### src/rtl/prefetchHintPkg.sv
package prefetchHintPkg;

  // MESI encoding used on the fill port
  typedef enum logic [1:0] {
    MESI_INVALID = 2'd0,
    MESI_SHARED  = 2'd1,
    MESI_EXCL    = 2'd2,
    MESI_MOD     = 2'd3
  } mesi_e;

  typedef enum logic [2:0] {
    ST_IDLE,
    ST_FETCH,
    ST_FILL,
    ST_HIT,
    ST_NOOP
  } hintState_e;

  // Strobes from control to datapath
  typedef struct packed {
    logic capReq;     // latch the request address
    logic capResp;    // latch bus response data and snoop result
    logic writeFill;  // present the latched line on the fill port
  } pathCtl_t;

endpackage

### src/rtl/prefetchHintQualify.sv
module prefetchHintQualify (
  input  logic hintForStore,
  input  logic xlateHit,
  input  logic loadAllowed,
  input  logic directStore,
  input  logic cacheable,
  output logic eligible
);

  logic loadLike;

  // Both hint forms are checked against load permission.
  always_comb begin
    case (hintForStore)
      1'b0:    loadLike = 1'b1;
      1'b1:    loadLike = 1'b1;
      default: loadLike = 1'b1;
    endcase
  end

  always_comb begin
    eligible = xlateHit & (loadLike & loadAllowed) & ~directStore & cacheable;
  end

endmodule

### src/rtl/prefetchHintCtrl.sv
module prefetchHintCtrl
  import prefetchHintPkg::*;
(
  input  logic     clk,
  input  logic     rstN,
  input  logic     hintValid,
  input  logic     eligible,
  input  logic     lineResident,
  input  logic     busRespValid,
  output logic     hintReady,
  output logic     hintDone,
  output logic     busReq,
  output logic     fillWe,
  output logic     refSet,
  output logic     lruTouch,
  output logic     tlbLruTouch,
  output pathCtl_t pathCtl
);

  hintState_e state, stateNext;
  logic accept;

  assign accept = hintValid && (state == ST_IDLE);

  always_comb begin
    stateNext = state;
    case (state)
      ST_IDLE: begin
        if (hintValid) begin
          if (!eligible)         stateNext = ST_NOOP;
          else if (lineResident) stateNext = ST_HIT;
          else                   stateNext = ST_FETCH;
        end
      end
      ST_FETCH: if (busRespValid) stateNext = ST_FILL;
      ST_FILL:  stateNext = ST_IDLE;
      ST_HIT:   stateNext = ST_IDLE;
      ST_NOOP:  stateNext = ST_IDLE;
      default:  stateNext = ST_IDLE;
    endcase
  end

  always_ff @(posedge clk or negedge rstN) begin
    if (!rstN) state <= ST_IDLE;
    else       state <= stateNext;
  end

  logic successDone;
  assign successDone = (state == ST_FILL) || (state == ST_HIT);

  always_comb begin
    hintReady   = (state == ST_IDLE);
    busReq      = (state == ST_FETCH);
    fillWe      = (state == ST_FILL);
    hintDone    = successDone || (state == ST_NOOP);
    refSet      = successDone;
    lruTouch    = successDone;
    tlbLruTouch = successDone;
    pathCtl.capReq    = accept;
    pathCtl.capResp   = (state == ST_FETCH) && busRespValid;
    pathCtl.writeFill = (state == ST_FILL);
  end

  // completion is a single-cycle pulse
  a_r9_done_single: assert property (@(posedge clk) disable iff (!rstN)
    hintDone |=> !hintDone);

  // no new hint accepted while a fill is pending
  a_r8_busy_not_ready: assert property (@(posedge clk) disable iff (!rstN)
    busReq |-> !hintReady);

  // request held until a response is seen
  a_r10_req_held: assert property (@(posedge clk) disable iff (!rstN)
    (busReq && !busRespValid) |=> busReq);

  // a fill follows a response to a pending request
  a_r5_fill_after_resp: assert property (@(posedge clk) disable iff (!rstN)
    fillWe |-> ($past(busRespValid) && $past(busReq)));

  // fill and completion coincide
  a_r9_fill_with_done: assert property (@(posedge clk) disable iff (!rstN)
    fillWe |-> hintDone);

  // a quiet completion never touches bus or cache
  a_r4_noop_quiet: assert property (@(posedge clk) disable iff (!rstN)
    (hintDone && !refSet) |-> (!fillWe && !busReq && !lruTouch && !tlbLruTouch));

  // bookkeeping strobes only at completion
  a_r6_ref_at_done: assert property (@(posedge clk) disable iff (!rstN)
    (refSet || lruTouch || tlbLruTouch) |-> hintDone);

endmodule

### src/rtl/prefetchHintPath.sv
module prefetchHintPath
  import prefetchHintPkg::*;
#(
  parameter int ADDR_W     = 32,
  parameter int LINE_BYTES = 32
) (
  input  logic                    clk,
  input  logic                    rstN,
  input  pathCtl_t                pathCtl,
  input  logic                    busReq,
  input  logic [ADDR_W-1:0]       hintAddr,
  input  logic                    busRespShared,
  input  logic [LINE_BYTES*8-1:0] busRespData,
  output logic [ADDR_W-1:0]       lineAddr,
  output logic [LINE_BYTES*8-1:0] fillData,
  output logic [1:0]              fillState
);

  localparam int OFFS_W  = $clog2(LINE_BYTES);
  localparam int LINE_W  = LINE_BYTES * 8;
  localparam int LANE_W  = 32;
  localparam int N_LANES = (LINE_W + LANE_W - 1) / LANE_W;

  logic [ADDR_W-1:0] addrQ;
  logic              sharedQ;
  logic [LINE_W-1:0] dataQ;

  always_ff @(posedge clk or negedge rstN) begin
    if (!rstN) begin
      addrQ   <= '0;
      sharedQ <= 1'b0;
    end else begin
      if (pathCtl.capReq)  addrQ   <= {hintAddr[ADDR_W-1:OFFS_W], {OFFS_W{1'b0}}};
      if (pathCtl.capResp) sharedQ <= busRespShared;
    end
  end

  // Response line captured in 32-bit lanes
  for (genvar g = 0; g < N_LANES; g++) begin : gLane
    localparam int LO = g * LANE_W;
    localparam int HI = ((g + 1) * LANE_W > LINE_W) ? LINE_W - 1 : (g + 1) * LANE_W - 1;
    always_ff @(posedge clk or negedge rstN) begin
      if (!rstN)                dataQ[HI:LO] <= '0;
      else if (pathCtl.capResp) dataQ[HI:LO] <= busRespData[HI:LO];
    end
  end

  always_comb begin
    lineAddr  = addrQ;
    fillData  = pathCtl.writeFill ? dataQ : '0;
    fillState = pathCtl.writeFill ? (sharedQ ? MESI_SHARED : MESI_EXCL) : MESI_INVALID;
  end

  // address seen by the bus does not move while the request is held
  a_r10_addr_stable: assert property (@(posedge clk) disable iff (!rstN)
    (busReq && $past(busReq)) |-> $stable(lineAddr));

  // address is always line aligned
  a_r3_addr_aligned: assert property (@(posedge clk) disable iff (!rstN)
    busReq |-> (lineAddr[OFFS_W-1:0] == '0));

  // fill state is never invalid or modified on a fill write
  a_r5_state_legal: assert property (@(posedge clk) disable iff (!rstN)
    pathCtl.writeFill |-> (fillState == MESI_SHARED || fillState == MESI_EXCL));

endmodule

### src/rtl/prefetchHintTop.sv
module prefetchHintTop
  import prefetchHintPkg::*;
#(
  parameter int ADDR_W     = 32,
  parameter int LINE_BYTES = 32
) (
  input  logic                    clk,
  input  logic                    rstN,
  input  logic                    hintValid,
  input  logic                    hintForStore,
  input  logic [ADDR_W-1:0]       hintAddr,
  input  logic                    xlateHit,
  input  logic                    loadAllowed,
  input  logic                    directStore,
  input  logic                    cacheable,
  input  logic                    lineResident,
  output logic                    hintReady,
  output logic                    hintDone,
  output logic                    busReq,
  input  logic                    busRespValid,
  input  logic                    busRespShared,
  input  logic [LINE_BYTES*8-1:0] busRespData,
  output logic [ADDR_W-1:0]       lineAddr,
  output logic                    fillWe,
  output logic [LINE_BYTES*8-1:0] fillData,
  output logic [1:0]              fillState,
  output logic                    refSet,
  output logic                    lruTouch,
  output logic                    tlbLruTouch
);

  logic     eligible;
  pathCtl_t pathCtl;

  prefetchHintQualify uQualify (
    .hintForStore (hintForStore),
    .xlateHit     (xlateHit),
    .loadAllowed  (loadAllowed),
    .directStore  (directStore),
    .cacheable    (cacheable),
    .eligible     (eligible)
  );

  prefetchHintCtrl uCtrl (
    .clk          (clk),
    .rstN         (rstN),
    .hintValid    (hintValid),
    .eligible     (eligible),
    .lineResident (lineResident),
    .busRespValid (busRespValid),
    .hintReady    (hintReady),
    .hintDone     (hintDone),
    .busReq       (busReq),
    .fillWe       (fillWe),
    .refSet       (refSet),
    .lruTouch     (lruTouch),
    .tlbLruTouch  (tlbLruTouch),
    .pathCtl      (pathCtl)
  );

  prefetchHintPath #(
    .ADDR_W     (ADDR_W),
    .LINE_BYTES (LINE_BYTES)
  ) uPath (
    .clk           (clk),
    .rstN          (rstN),
    .pathCtl       (pathCtl),
    .busReq        (busReq),
    .hintAddr      (hintAddr),
    .busRespShared (busRespShared),
    .busRespData   (busRespData),
    .lineAddr      (lineAddr),
    .fillData      (fillData),
    .fillState     (fillState)
  );

endmodule

### config.mk
export PLATFORM = sky130hd
export DESIGN_NAME = prefetchHintTop
export DESIGN_NICKNAME = d
export VERILOG_FILES = /design/src/rtl/prefetchHintPkg.sv /design/src/rtl/prefetchHintQualify.sv /design/src/rtl/prefetchHintCtrl.sv /design/src/rtl/prefetchHintPath.sv /design/src/rtl/prefetchHintTop.sv
export SDC_FILE = /design/constraint.sdc
export NUM_CORES = 1
export LEC_CHECK = 0
export BUFFER_PORTS_ARGS = -buffer_cell sky130_fd_sc_hd__buf_2
export CELL_PAD_IN_SITES_DETAIL_PLACEMENT = 1
export CELL_PAD_IN_SITES_GLOBAL_PLACEMENT = 1
export CORE_AREA = 5 5 227 229
export CTS_BUF_LIST = sky130_fd_sc_hd__clkbuf_4 sky130_fd_sc_hd__clkbuf_8 sky130_fd_sc_hd__clkbuf_16
export CTS_CLUSTER_DIAMETER = 100
export CTS_CLUSTER_SIZE = 20
export DETAILED_ROUTE_END_ITERATION = 7
export DIE_AREA = 0 0 232 234
export PLACE_DENSITY = 0.59
export SETUP_SLACK_MARGIN = 0.02
export SYNTH_ARGS = -nofsm -noshare
export SYNTH_HDL_FRONTEND = slang
export SYNTH_SLANG_ARGS = --single-unit
### constraint.sdc
create_clock -name clk -period 4.2 [get_ports clk]
set_clock_uncertainty 0.2 [all_clocks]
set_input_delay 0.84 -clock clk [delete_from_list [all_inputs] [get_ports clk]]
set_output_delay 0.84 -clock clk [all_outputs]
set_load 0.01 [all_outputs]
Yosys cells after proc, flatten, opt, wreduce, memory -nomap -nowiden
Cells that the tools add are included.
{"block": "word_totals", "wordCells": 35, "reg_bits": 287, "inputBits": 299}
{"block": "classes", "n_eq_ne": 6, "n_mux": 8, "reduce_logical": 6, "bitwise": 4}
{"operator": "256-bit two-way mux", "count": 1}
{"operator": "3-bit two-way mux", "count": 3}
{"operator": "3-bit by 2-bit == test with 1-bit output, second input constant", "count": 2}
{"operator": "2-bit two-way mux", "count": 3}
{"operator": "3-bit case mux with 2 select lines", "count": 1}
{"operator": "1-bit bitwise AND", "count": 3}
{"operator": "3-bit by 1-bit == test with 1-bit output, second input constant", "count": 1}
{"operator": "3-bit == test, second input constant", "count": 1}
{"operator": "3-bit logical NOT", "count": 1}
{"operator": "1-bit logical AND", "count": 2}
{"operator": "1-bit logical OR", "count": 2}
{"operator": "2-bit by 1-bit != test with 1-bit output, second input constant", "count": 1}
{"operator": "2-bit != test, second input constant", "count": 1}
{"operator": "2-bit AND reduction", "count": 1}
{"operator": "1-bit inverter", "count": 1}

Logic depth before layout (Yosys ltp)
Gate-level depths: netlist (run 1).
{"block": "logic_depth", "ltp_word": 6, "depth_mapped": 5, "ltp_nobuf": 2}

Modules after synthesis
Synthesis (run 1) repeated with hierarchy kept, for this count alone.
{"block": "hier_totals", "hier_cells": 916, "area_unflattened_um2": 13573.0}
{"module": "prefetchHintPath", "cells_each": 892, "n_inst": 1, "area_per_inst_um2": 13339.0, "seq_area_each_um2": 7106.8}
{"module": "prefetchHintCtrl", "cells_each": 23, "n_inst": 1, "area_per_inst_um2": 224.0, "seq_area_each_um2": 75.1}
{"module": "prefetchHintQualify", "cells_each": 1, "n_inst": 1, "area_per_inst_um2": 10.0, "seq_area_each_um2": 0.0}

Worst setup path before layout (run 1)
No wires, ideal clock.
{"block": "synth_timing", "path_type": "flip-flop to output port", "start": "reg uCtrl.state[2]", "end": "out fillData[221]", "path_stages_with_launch": 5, "t_required_ns": 3.160, "arrival_ns": 1.368, "path_slack_ns": 1.792, "cell_sequence": "dfrtp_1 nor3b_2 clkbuf_1 clkbuf_1 and2_1"}
{"block": "synth_via", "elab_chain_cells": 2}
{"item": "start, declared", "line_no": "prefetchHintCtrl.sv:20", "rtl": "hintState_e state, stateNext;"}
{"item": "start signal, assigned", "line_no": "prefetchHintCtrl.sv:45", "rtl": "else state <= stateNext;"}
{"item": "3-bit by 2-bit == test with 1-bit output", "line_no": "prefetchHintCtrl.sv:61", "rtl": "pathCtl.writeFill = (state == ST_FILL);"}
{"item": "256-bit two-way mux", "line_no": "prefetchHintPath.sv:50", "rtl": "fillData = pathCtl.writeFill ? dataQ : '0;"}
{"item": "end, declared", "line_no": "prefetchHintTop.sv:25", "rtl": "output logic [LINE_BYTES*8-1:0] fillData,"}
No other way between the ends.

Final worst setup path (run 1)
{"block": "layout_timing", "start": "reg uCtrl.state[2]", "end": "out fillData[46]"}
Same word-level chain as after synthesis.

==> results.yml, run 1 <==
cts:
  clk_pin_slew_ns: 0.08
  clockBufferDepth: 3
  clk_latency_ns: 0.53
  cts_tree: "yes"
  root_buffer: "clkbuf_16"
  clkSinkCount: 287
  numCtsBuffers: 20
  cts_setup_buffers: 0
  cts_hold_buf: 0
  h-tree-depth: 1
  ctsResizeCount: 0
critical_path:
  critPathCaptureType: "primary output"
  crit_buf_inv: 2
  slowest_stage: "dfrtp_1"
  critPathLaunchType: "flip-flop"
  reg2reg_depth: 3
  critical_path.cell_chain: "nor3b_4, buf_12, and2_1, buf_2"
  critPathTopFamily: "simple AND/OR/NAND/NOR gates"
  critical_path_class: "flip-flop to primary output"
  worst_ep_arrival_time_ns: 2.35
  worstPathMaxFanout: 156
  critical_path_depth: 4
  crit_required_ns: 3.16
  cp_slowest_stage_delay_ns: 0.48
yosys:
  synth_seq_cells: 287
  synth-main-ff-cell: "dfrtp_1"
  yosys.area_share.simple_pct: 13.41
  seq_area_frac_synth_pct: 57.11
  muxShareOfSynthArea_pct: 25.43
  synth-edff-count: 0
  synthCells: 910
  synth_cell_type_count: 21
  syn_area_um2: 12580
  yosys-top-cells-area: "dfrtp_1 (57%), mux2_1 (18%), and2_1 (13%)"
  async_flop_share_pct: 100.0
  synth_top_area_share_pct: 57.11
  yosys.area_share.adder_pct: 0
  yosys_warnings: 0
  synth_top_family_by_area: "multiplexers"
  synth.largest_area_cell: "dfrtp_1"
  synth-xor-area-share_pct: 0
  syn_avg_cell_area_um2: 13.82
  synth_compound_area_share_pct: 0.1990
grt:
  grt_max_degree: 157
  grt_pass1_wl_um: 60270
  antenna_found_initial: 13
  grt_overflow: 0
  first_global_vias: 9881
  grt_use_total_pct: 14.15
detailed_routing:
  drt_iter0_drc: 316
  wl_per_cell_um: 18.86
  route.vias.total: 8992
  final_antenna_net_count: 0
  via_per_inst: 4.173
  routed_wl_um: 40650
  drc: 0
  first_pass_iters: 4
power_and_ir_drop:
  pwr_density_cell_nw_per_um2: 390.0
  cellLeakagePower_nw: 9.193
  comb_power_share_pct: 13.4
  internal-power_w: 0.004876
  clkPwrFrac_pct: 30.8
  power.share.switching_pct: 25.48
  max-vdd-ir-drop_uv: 323.9
  seqPwrFrac_pct: 55.8
  p_sw_w: 0.001668
  fin_total_pwr_w: 0.006544
timing:
  fin_crit_sh_pct: 80.66
  max_slew_margin_pct: 44.23
  setup_tns_ns: 0
  setup_viol_count_final: 0
  worstMarginPinSlew_ns: 0.8366
  slew_violations: 0
  fin_crit_ns: 3.388
  max_freq_ghz: 0.2952
  hold_violations: 0
  rsz0062_at_grt: "false"
place:
  hpwl_um: 31080
  gp_congestion: 0.7655
  place_area_um2: 16150
  port_buffers: 584
cells_and_area:
  fin_area_um2: 16780
  fillerInstances: 5592
  final_util_pct: 33.93
  layout.nets: 1770
  final_common_cell: "buf_2"
  final_cell_mix: "buf_2 (583), dfrtp_1 (287), and2_1 (257)"
  drive_gt1_share_pct: 48.51
  areaGrowthSynthToFinish_pct: 33.44
  multi_input_area_um2: 4945
  seq_area_um2: 7182
die:
  die_x_um: 232
  start_util_pct: 25.43
  rows: 82
  io-pin-count: 596
  die_h_um: 234
  core_area_um2: 49450
  dieArea_um2: 54290
status:
  status: "complete, no violations"
hold_path:
  hold_path.class: "primary input to async pin"
run:
  cap_violations: 0
[state kept, by name, indices dropped and copies added, names as in the netlist]
| name | cells |
|---|---|
| uCtrl.state | 3 |
| uPath.dataQ | 256 |
| uPath.lineAddr | 27 |
| uPath.sharedQ | 1 |
[synthesized netlist by cell type, types with 3 or more instances]
library cell	number
mux2_2	82
clkbuf_1	26
mux2_1	202
buf_6	25
buf_2	9
and2_1	257
dfrtp_1	287
buf_4	7
nor2b_1	3
[layer usage]
| metal | up-vias | wire length [um] | global-route usage, % |
|---|---|---|---|
| met4 | 16 | 983 | 3.194 |
| met5 | - | 103 | 0 |
| met1 | 4450 | 15510 | 16.34 |
| li1 | 4117 | - | - |
| met2 | 347 | 20290 | 24.84 |
| met3 | 62 | 3764 | 5.691 |
[path summary, 6_finish.rpt]
kind	slack (ns)	to	from
max in group asynchronous	2.72	uPath.dataQ[204]	rstN
max reg2reg	1.76	uPath.dataQ[152]	uCtrl.state[2]
max	0.81	fillData[46]	uCtrl.state[2]
min reg2reg	0.28	uPath.dataQ[220]	uPath.dataQ[220]
min in group clk	0.28	uPath.dataQ[220]	uPath.dataQ[220]
min	0.17	uPath.dataQ[192]	rstN
[final cells by class]
type / instances / share of cell area (%)
Tap cell: 672 / 5.010
Clock buffer: 24 / 3.340
Sequential cell: 287 / 42.80
Clock inverter: 5 / 0.3355
Inverter: 1 / 0.02237
Multi-Input combinational cell: 559 / 29.47
Antenna cell: 5 / 0.07456
Timing Repair Buffer: 602 / 18.95
[cells by family after synthesis]
logic type / count (synthesis)
simple gates: 267
flops: 287
buf+inv: 68
mux: 284
other cells: 1
compound gates: 3
[power by group through the flow]
| stage | Clock, W | Sequential (W) | Combinational, W |
|---|---|---|---|
| 6_report | 0.00202 | 0.00365 | 0.000875 |
| 5_1_grt | 0.00222 | 0.00373 | 0.000990 |
| 4_1_cts | 0.00214 | 0.00366 | 0.000904 |
| 3_5_place_dp | 0 | 0.00372 | 0.000902 |
| 3_3_place_gp | 0 | 0.00368 | 0.000860 |
| 2_1_floorplan | 0 | 0.00362 | 0.000521 |
[per-stage QoR]
stage / cells / worst slack [ns] / hold slack [ns]
after floorplan: 914 / 1.792 / 0.2489
after CTS: 2150 / 0.7624 / 0.1785
after global placement: 2121 / 1.354 / 0.2586
final: 2155 / 0.8125 / 0.1708
after detailed placement: 2121 / 1.335 / 0.2664
after global routing: 2153 / 0.6461 / 0.2255
Power figures use the tool's default switching activity.
==> run 2, diff against run 1 <==
--- a/config.mk
+++ b/config.mk
@@ -5,16 +5,17 @@
 export SDC_FILE = /design/constraint.sdc
 export NUM_CORES = 1
 export LEC_CHECK = 0
+export ABC_AREA = 1
 export BUFFER_PORTS_ARGS = -buffer_cell sky130_fd_sc_hd__buf_2
 export CELL_PAD_IN_SITES_DETAIL_PLACEMENT = 1
 export CELL_PAD_IN_SITES_GLOBAL_PLACEMENT = 1
-export CORE_AREA = 5 5 227 229
+export CORE_AREA = 5 5 226 228
 export CTS_BUF_LIST = sky130_fd_sc_hd__clkbuf_4 sky130_fd_sc_hd__clkbuf_8 sky130_fd_sc_hd__clkbuf_16
 export CTS_CLUSTER_DIAMETER = 100
 export CTS_CLUSTER_SIZE = 20
 export DETAILED_ROUTE_END_ITERATION = 7
-export DIE_AREA = 0 0 232 234
-export PLACE_DENSITY = 0.59
+export DIE_AREA = 0 0 231 233
+export PLACE_DENSITY = 0.66
 export SETUP_SLACK_MARGIN = 0.02
 export SYNTH_ARGS = -nofsm -noshare
 export SYNTH_HDL_FRONTEND = slang
==> constraint.sdc (replaced) <==
create_clock -name clk -period 2.9 [get_ports clk]
set_clock_uncertainty 0.2 [all_clocks]
set_input_delay 0.58 -clock clk [delete_from_list [all_inputs] [get_ports clk]]
set_output_delay 0.58 -clock clk [all_outputs]
set_load 0.01 [all_outputs]
==> run 2 against run 1 <==
The flow now finishes with violations (negative setup slack). Wire length increased by 8.2%. Worst setup slack got worse by 0.82 ns. Die area decreased by 0.86%. Clock-buffer cell count decreased by 3. Core utilization decreased by 0.091 points. Sequential share of layout area increased by 0.83 points. Clock power increased by 34%. Sequential power increased by 53%. Critical path type unchanged.
==> results.yml, run 2 <==
cts:
  clk_latency_ns: 0.51
  clkSinkCount: 287
  cts_tree: "yes"
  root_buffer: "clkbuf_16"
  clk_pin_slew_ns: 0.09
  numCtsBuffers: 18
  h-tree-depth: 1
  clockBufferDepth: 3
critical_path:
  worstPathMaxFanout: 138
  r2r-start: "uCtrl.state[1]"
  reg2reg_depth: 6
  worst_ep_arrival_time_ns: 2.13
  critPathCaptureType: "primary output"
  critical_path_class: "flip-flop to primary output"
  r2r_setup_slack_ns: 0.73
  critPathLaunchType: "flip-flop"
  cp-startpoint: "uCtrl.state[2]"
  crit_end: "fillData[55]"
  rr_endpoint: "uPath.lineAddr[15]"
  crit_required_ns: 2.12
grt:
  grt_max_degree: 139
  antenna_found_initial: 12
  grt_use_total_pct: 15.47
  grt_overflow: 0
  grt_pass1_wl_um: 67510
  first_global_vias: 12385
yosys:
  synth_compound_area_share_pct: 10.49
  yosys-top-cells-area: "dfrtp_1 (58%), nand2_1 (9.7%), o21ai_0 (8.8%)"
  synth_seq_cells: 287
  synth_cell_type_count: 15
  yosys.area_share.simple_pct: 18.95
  yosys.area_share.adder_pct: 0
  yosysMostFrequentCell: "nand2_1"
  synth-main-ff-cell: "dfrtp_1"
  synth.largest_area_cell: "dfrtp_1"
  syn_area_um2: 12400
  synth-edff-count: 0
  muxShareOfSynthArea_pct: 0
  synth_top_family_by_area: "simple AND/OR/NAND/NOR gates"
  yosys_warnings: 0
  synthCells: 1525
  synth_top_area_share_pct: 57.91
  async_flop_share_pct: 100.0
  seq_area_frac_synth_pct: 57.91
  synth-xor-area-share_pct: 0
  syn_avg_cell_area_um2: 8.132
  synth_top_cells_by_count: "nand2_1 (319), dfrtp_1 (287), inv_1 (265)"
detailed_routing:
  via_per_inst: 4.296
  routed_wl_um: 43990
  final_antenna_net_count: 0
  drc: 0
  drt_iter0_drc: 582
  wl_per_cell_um: 16.35
  first_pass_iters: 8
  route.vias.total: 11556
cells_and_area:
  final_cells: 2690
  drive_gt1_share_pct: 30.94
  top_register: "uPath.dataQ"
  areaGrowthSynthToFinish_pct: 32.75
  final_common_cell: "buf_2"
  final_cell_mix: "buf_2 (583), nand2_1 (318), dfrtp_1 (287)"
  largest_reg_flops: 256
  layout.nets: 2358
run:
  cap_violations: 0
die:
  die_h_um: 233
  core_area_um2: 48650
  dieArea_um2: 53820
  rows: 81
  io-pin-count: 596
  die_x_um: 231
  start_util_pct: 25.49
hold_path:
  hold_path.class: "primary input to flip-flop"
  min_from: "busRespData[95]"
place:
  place_ws_ns: 0.3703
  hpwl_um: 33220
  gp_congestion: 0.7976
  post-place-cells: 2659
  port_buffers: 584
timing:
  worstMarginPinSlew_ns: 0.9868
  rsz0062_at_grt: "true"
  setup_viol_count_final: 1
  setup_ws_ns: -0.007366
  fin_crit_ns: 2.907
  slew_violations: 0
  max_freq_ghz: 0.3440
  hold_violations: 0
  max_slew_margin_pct: 34.05
  fin_crit_sh_pct: 100.3
status:
  failed_checks: "negative setup slack"
  status: "complete, but fails checks"
power_and_ir_drop:
  pwr_density_cell_nw_per_um2: 629.9
  max-vdd-ir-drop_uv: 295.8
  cellLeakagePower_nw: 9.245
## run 2: cell type report
cell class,count,area [um^2]
Clock buffer,21,496.7
Inverter,265,994.7
Tap cell,622,778.2
Timing Repair Buffer,609,3268
Clock inverter,2,38.79
Fill cell,6104,32180
Sequential cell,287,7182
Antenna cell,6,15.01
Multi-Input combinational cell,878,3690
## run 2: repair_timing
action | 4_1_cts | 5_1_grt
setup buffers | 0 | 1
cloned | 0 | 0
hold buffers | 1 | 0
hold endpoints to repair | 51 | 0
gates resized for setup | 4 | 2
setup endpoints to repair | 259 | 186
## run 2: critical path: stages, from the launching register on
cell     delay, ns
dfrtp_1       0.46
nor2_4        0.16
nand2_4       0.08
buf_16        0.22
nor2_1        0.29
buf_2         0.18
## run 2: metrics by stage
| stage | TNS [ns] | area [um^2] | utilization (%) | hold WS (ns) | total power, W |
|---|---|---|---|---|---|
| 2_1_floorplan | 0 | 12420 | - | 0.08441 | 0.006858 |
| 6_report | -0.007366 | 16460 | 33.84 | 0.06479 | 0.01037 |
| 3_5_place_dp | 0 | 15880 | 32.63 | 0.2575 | 0.007786 |
| 4_1_cts | 0 | 16440 | 33.79 | 0.02938 | 0.01057 |
| 3_3_place_gp | 0 | 15880 | 32.63 | 0.2549 | 0.007625 |
| 5_1_grt | -0.2072 | 16460 | 33.84 | 0.04894 | 0.01113 |
## run 2: report_power, final
group	total (W)	switching [W]	leakage, nW	internal (W)
Sequential	0.00557	0.000351	3.40	0.00522
Clock	0.00270	0.00139	0.264	0.00131
Combinational	0.00210	0.00133	5.58	0.000770
Total	0.0104	0.00308	9.24	0.00729
## run 2: kinds of logic after synthesis
| group | count (synthesis) |
|---|---|
| buffers and inverters | 364 |
| AND/OR/NAND/NOR | 613 |
| other | 1 |
| AO/OA/AOI/OAI | 260 |
| flip-flops | 287 |
## run 2: worst min path at each step
stage | endpoint | cells past startpoint
finish | uPath.dataQ[95] | 3
floorplan | uCtrl.state[0] | 0
global placement | uPath.lineAddr[6] | 2
CTS | uPath.dataQ[246] | 3
global route | uPath.dataQ[212] | 3
detailed placement | uPath.lineAddr[16] | 2
## run 2: layer usage
metal / track usage (%) / routed length (um)
met1: 17.87 / 17340
met2: 27.78 / 22110
met3: 4.600 / 3391
met4: 4.551 / 1090
met5: 0 / 61
